`src/rtl/ovr_pkg.sv`:
```
package ovr_pkg;

  typedef enum logic [1:0] {
    RNG_QUIET = 2'b00,
    RNG_NEAR  = 2'b01,
    RNG_OVER  = 2'b10,
    RNG_HIGH  = 2'b11
  } rng_code_t;

  function automatic rng_code_t rng_max(input rng_code_t a, input rng_code_t b);
    return (a > b) ? a : b;
  endfunction

endpackage

```
`src/rtl/ovr_mag.sv`:
```
module ovr_mag #(
  parameter int W = 16,
  localparam int MW = W - 1
) (
  input  logic [W-1:0]  smp,
  output logic [MW-1:0] mag,
  output logic          sat_hit
);

  function automatic logic [MW-1:0] abs_sat(input logic [W-1:0] s);
    logic [W-1:0] neg;
    neg = ~s + 1'b1;
    if (!s[W-1])
      return s[MW-1:0];
    else if (neg[W-1])
      return '1;
    else
      return neg[MW-1:0];
  endfunction

  assign mag     = abs_sat(smp);
  assign sat_hit = smp[W-1] && (smp[MW-1:0] == '0);

  always_comb begin
    if (sat_hit)
      a_r2_min_saturates: assert (&mag);
  end

endmodule

```
`src/rtl/ovr_classify.sv`:
```
module ovr_classify
  import ovr_pkg::*;
#(
  parameter int MW      = 15,
  parameter int TH_NEAR = 14600,
  parameter int TH_OVER = 16384,
  parameter int TH_HIGH = 18384
) (
  input  logic [MW-1:0] mag,
  output rng_code_t     code
);

  localparam logic [MW:0] T_NEAR = (MW+1)'(TH_NEAR);
  localparam logic [MW:0] T_OVER = (MW+1)'(TH_OVER);
  localparam logic [MW:0] T_HIGH = (MW+1)'(TH_HIGH);

  logic [MW:0] m_ext;
  logic        ge_near, ge_over, ge_high;

  assign m_ext   = {1'b0, mag};
  assign ge_near = (m_ext >= T_NEAR);
  assign ge_over = (m_ext >= T_OVER);
  assign ge_high = (m_ext >= T_HIGH);

  always_comb begin
    if (ge_high)      code = RNG_HIGH;
    else if (ge_over) code = RNG_OVER;
    else if (ge_near) code = RNG_NEAR;
    else              code = RNG_QUIET;
  end

  always_comb begin
    a_r1_edges_nested: assert ((!ge_high || ge_over) && (!ge_over || ge_near));
  end

endmodule

```
`src/rtl/ovr_peak_hold.sv`:
```
module ovr_peak_hold
  import ovr_pkg::*;
(
  input  logic      clk,
  input  logic      rst_n,
  input  logic      upd,
  input  logic      clr,
  input  rng_code_t new_code,
  output rng_code_t peak
);

  rng_code_t base, nxt;

  assign base = clr ? RNG_QUIET : peak;
  assign nxt  = upd ? rng_max(base, new_code) : base;

  always_ff @(posedge clk or negedge rst_n) begin
    if (!rst_n) peak <= RNG_QUIET;
    else        peak <= nxt;
  end

  a_r4_no_drop: assert property (@(posedge clk) disable iff (!rst_n)
    !clr |=> peak >= $past(peak));

  a_r4_idle_hold: assert property (@(posedge clk) disable iff (!rst_n)
    (!clr && !upd) |=> $stable(peak));

  a_r3_reaches_new: assert property (@(posedge clk) disable iff (!rst_n)
    upd |=> peak >= $past(new_code));

endmodule

```
`src/rtl/ovr_peak_top.sv`:
```
module ovr_peak_top
  import ovr_pkg::*;
#(
  parameter int W       = 16,
  parameter int TH_NEAR = 14600,
  parameter int TH_OVER = 16384,
  parameter int TH_HIGH = 18384
) (
  input  logic         clk,
  input  logic         rst_n,
  input  logic         smp_valid,
  input  logic [W-1:0] smp_data,
  input  logic         stat_wr,
  input  logic         chan_en,
  output logic [1:0]   peak_code
);

  localparam int MW = W - 1;

  logic [MW-1:0] mag;
  logic          sat_hit;
  rng_code_t     smp_code;
  rng_code_t     peak;
  logic          ev_take;
  logic          ev_clear;

  assign ev_take  = smp_valid && chan_en;
  assign ev_clear = stat_wr || !chan_en;

  ovr_mag #(.W(W)) u_mag (
    .smp     (smp_data),
    .mag     (mag),
    .sat_hit (sat_hit)
  );

  ovr_classify #(
    .MW(MW), .TH_NEAR(TH_NEAR), .TH_OVER(TH_OVER), .TH_HIGH(TH_HIGH)
  ) u_cls (
    .mag  (mag),
    .code (smp_code)
  );

  ovr_peak_hold u_hold (
    .clk      (clk),
    .rst_n    (rst_n),
    .upd      (ev_take),
    .clr      (ev_clear),
    .new_code (smp_code),
    .peak     (peak)
  );

  assign peak_code = peak;

  a_r5_write_clears: assert property (@(posedge clk) disable iff (!rst_n)
    (stat_wr && !smp_valid) |=> peak_code == 2'b00);

  a_r6_off_clears: assert property (@(posedge clk) disable iff (!rst_n)
    !chan_en |=> peak_code == 2'b00);

  a_r7_clear_and_sample: assert property (@(posedge clk) disable iff (!rst_n)
    (stat_wr && ev_take) |=> peak_code == $past(smp_code));

  a_r2_min_is_top: assert property (@(posedge clk) disable iff (!rst_n)
    (ev_take && sat_hit) |=> peak_code == 2'(RNG_HIGH));

endmodule

```
`config.mk`:
```
export PLATFORM = sky130hd
export DESIGN_NAME = ovr_peak_top
export DESIGN_NICKNAME = d
export VERILOG_FILES = /design/src/rtl/ovr_pkg.sv /design/src/rtl/ovr_mag.sv /design/src/rtl/ovr_classify.sv /design/src/rtl/ovr_peak_hold.sv /design/src/rtl/ovr_peak_top.sv
export SDC_FILE = /design/constraint.sdc
export NUM_CORES = 1
export LEC_CHECK = 0
export CORE_MARGIN = 2
export CORE_UTILIZATION = 60
export CTS_CLUSTER_SIZE = 8
export DETAILED_ROUTE_END_ITERATION = 7
export DONT_BUFFER_PORTS = 1
export PLACE_DENSITY = 0.75
export SYNTH_ARGS = -nofsm -noshare
export SYNTH_HDL_FRONTEND = slang
export SYNTH_SLANG_ARGS = --single-unit
```
`constraint.sdc`:
```
create_clock -name clk -period 2.2 [get_ports clk]
set_input_delay 0.11 -clock clk [delete_from_list [all_inputs] [get_ports clk]]
set_output_delay 0.11 -clock clk [all_outputs]
set_load 0.02 [all_outputs]
```
==> results.sh <==
export IMPL_outcome="finished with violations"
export IMPL_violations="negative setup slack"
export IMPL_r2r_cells=7
export IMPL_grt_max_degree=28
export IMPL_leakagePower_nw=0.388
export IMPL_setup_tns_ns=-0.0933
export IMPL_syn_inst=123
export IMPL_cts_root_buffer="clkbuf_4"
export IMPL_via_per_inst=7.19
export IMPL_synth_top_family_by_area="simple AND/OR/NAND/NOR gates"
export IMPL_largest_register_ffs=2
export IMPL_synth_adder_area_share_pct=5.84
export IMPL_floorplan_initialDensity_pct=65.1
export IMPL_final_cell_area_mm2=0.00108
export IMPL_layout_min_cycle_time_ns=2.29
export IMPL_cp_max_fo=11
export IMPL_place_hpwl_um=1860
export IMPL_fillers=93
export IMPL_ys_async_sr_fraction_pct=100
export IMPL_wl_per_cell_um=18.3
export IMPL_drc_errors=0
export IMPL_fin_worst_skew_ns=0.000146
export IMPL_reg2reg_from="u_hold.peak[1]"
export IMPL_ys_seq_area_share_pct=5.84
export IMPL_design_die_area_mm2=0.00175
export IMPL_synth_mux_area_share_pct=2.48
export IMPL_p_per_area_mw_per_mm2=231
export IMPL_synth_compound_area_share_pct=36.4
export IMPL_grt_pass1_wl_um=4370
export IMPL_synth_seq_cells=2
export IMPL_placedInstanceArea_um2=935
export IMPL_rows=13
export IMPL_synth_top_cell_by_area="dfrtp_1"
export IMPL_cp_required_ns=2.31
export IMPL_largestRegisters="u_hold.peak (2)"
export IMPL_postCtsSetupBuffers=0
export IMPL_ant_nets=0
export IMPL_layout_drive_gt1_share_pct=37.4
export IMPL_die_y_um=41.8
export IMPL_clk_latency_ns=0.22
export IMPL_clockBufferDepth=2
export IMPL_r2r_slack_ns=0.72
export IMPL_fmax_mhz=436
export IMPL_synthTopCellsByArea="dfrtp_1 5.8%, ha_1 5.8%, nor2_1 5.7%"
export IMPL_drt_iter0_drc=60
export IMPL_io_buffers=0
export IMPL_gp_congestion=0.962
export IMPL_synth_xor_area_share_pct=0
export IMPL_fin_nets=158
export IMPL_core_area_mm2=0.00132
export IMPL_die_w_um=41.8
export IMPL_slew_violations=0
export IMPL_cts_tree="built"
export IMPL_grt_pass1_vias=1038
export IMPL_endpoint_kind="flip-flop"
export IMPL_synth_ff_type="dfrtp_1"
export IMPL_slew_headroom_pct=73.6
export IMPL_worst_setup_path_type="in2reg"
export IMPL_cts_buffers=3
export IMPL_io_pins=23
export IMPL_tightest_slew_ns=0.394
export IMPL_avgSynthCellArea_um2=6.97
export IMPL_hold_depth=1
export IMPL_hold_start="smp_valid"
export IMPL_ir_drop_uv=98.7
export IMPL_holdWs_ns=0.00857
export IMPL_layout_commonest_cell="buf_4"
export IMPL_syn_to_final_growth_pct=25.5
export IMPL_antenna_found_initial=0
export IMPL_via_count=1050
export IMPL_ys_warn_count=0
export IMPL_hold_viol=0
export IMPL_yosys_area_share_simple_pct=38.1
export IMPL_drt_total_wl_um=2670
export IMPL_post_route_util_pct=81.7
export IMPL_hold_end="u_hold.peak[1]"
export IMPL_rsz0062_at_grt="yes"
export IMPL_hold_class="in2reg"
export IMPL_fin_crit_sh_pct=104
export IMPL_finalWorstSetupSlack_ns=-0.0933
export IMPL_htreeDepth=1
export IMPL_cap_viol_max_count=0
export IMPL_drt_pass1_iterations=5
export IMPL_worstReg2RegEnd="u_hold.peak[0]"
export IMPL_netlist_area_um2=857
export IMPL_synth_cell_types=47
export IMPL_synth_edff_count=0
export IMPL_syn_nets=148
export IMPL_gr_usage_all_layers_pct=31.3
export IMPL_overflow=0
export IMPL_critPathArrivalTime_ns=2.40
export IMPL_synth_top_area_share_pct=5.84
export IMPL_clkTransAtPathRegs_ns=0.03
export IMPL_antenna_cells=0
export IMPL_cts_sinks=2
export IMPL_setup_viol=1
export IMPL_top_register="u_hold.peak"
export IMPL_final_cell_mix="17 x buf_4, 13 x nor2_1, 9 x nand2_1"
export IMPL_critPathLaunchType="input port"
worst max-delay path by stage:
stage                start             end  slack, ns  cells past startpoint
6_report       smp_data[5]  u_hold.peak[0]      -0.09                     13
5_1_grt        smp_data[1]  u_hold.peak[0]      -0.21                     15
4_1_cts        smp_data[1]  u_hold.peak[0]      -0.05                     11
3_5_place_dp   smp_data[1]  u_hold.peak[0]      -0.37                     11
3_3_place_gp   smp_data[1]  u_hold.peak[0]      -0.27                     11
2_1_floorplan  smp_data[1]  u_hold.peak[0]      -0.29                     12
routing by layer:
layer	vias up	part of all wire (%)	global-route usage, %
met5	-	0	0
met4	0	1.6	8.39
met1	478	38	38.9
met2	67	54	55.9
li1	497	-	-
met3	8	7.0	3.91
synth_stat cells, drive strengths merged (3+ instances only):
master,n
a21oi,4
buf,6
clkbuf,7
ha,4
inv,6
nand2,10
nand2b,4
nor2,13
nor3,5
nor4,5
o211ai,6
o21ai,7
o22ai,3
or4,5
worst max-delay path: stages:
cell	delay, ns
or4_4	0.58
nor4_4	0.34
buf_4	0.19
o221ai_1	0.12
nand4_1	0.16
a311oi_2	0.12
o22ai_2	0.13
ha_1	0.26
inv_1	0.07
o22ai_2	0.07
nand3_1	0.08
nand2_1	0.06
o21a_1	0.10
per-stage QoR:
step / std cells / setup WS (ns) / total power, mW
after global placement: 142 / -0.275 / 0.143
after detailed placement: 142 / -0.374 / 0.148
after floorplan: 123 / -0.292 / 0.143
after CTS: 146 / -0.0542 / 0.240
final: 146 / -0.0933 / 0.248
after global routing: 146 / -0.212 / 0.266
final cells by class:
type,count,area (µm²),share of cell area [%]
clock buffers,3,22.5,2.09
well taps,15,18.8,1.74
multi-input cells,102,825,76.6
repair buffers,18,138,12.8
inverters,6,22.5,2.09
flip-flops and latches,2,50.0,4.65
what timing repair did:
item                                    in CTS  in global routing
endpoints found under the setup margin       1                  1
cloned                                       0                  0
resized for setup                           10                 13
hold buffers                                 1                  0
endpoints found under the hold margin        2                  0
pin swaps                                    1                  3
cell families (layout without fill, tap and decap cells):
family / after synthesis / count (layout)
AND/OR/NAND/NOR: 54 / 54
adder cells (fa/ha/maj): 4 / 4
buffers and inverters: 19 / 27
AO/OA/AOI/OAI: 42 / 42
multiplexers: 2 / 2
flip-flops: 2 / 2
where the power goes:
part	switching (mW)	leakage (nW)	internal [mW]	total [mW]
Combinational	0.0567	0.348	0.0649	0.122
Clock	0.0211	0.0138	0.0603	0.0813
Sequential	0.00550	0.0263	0.0400	0.0455
(Power assumes the default switching activity.)
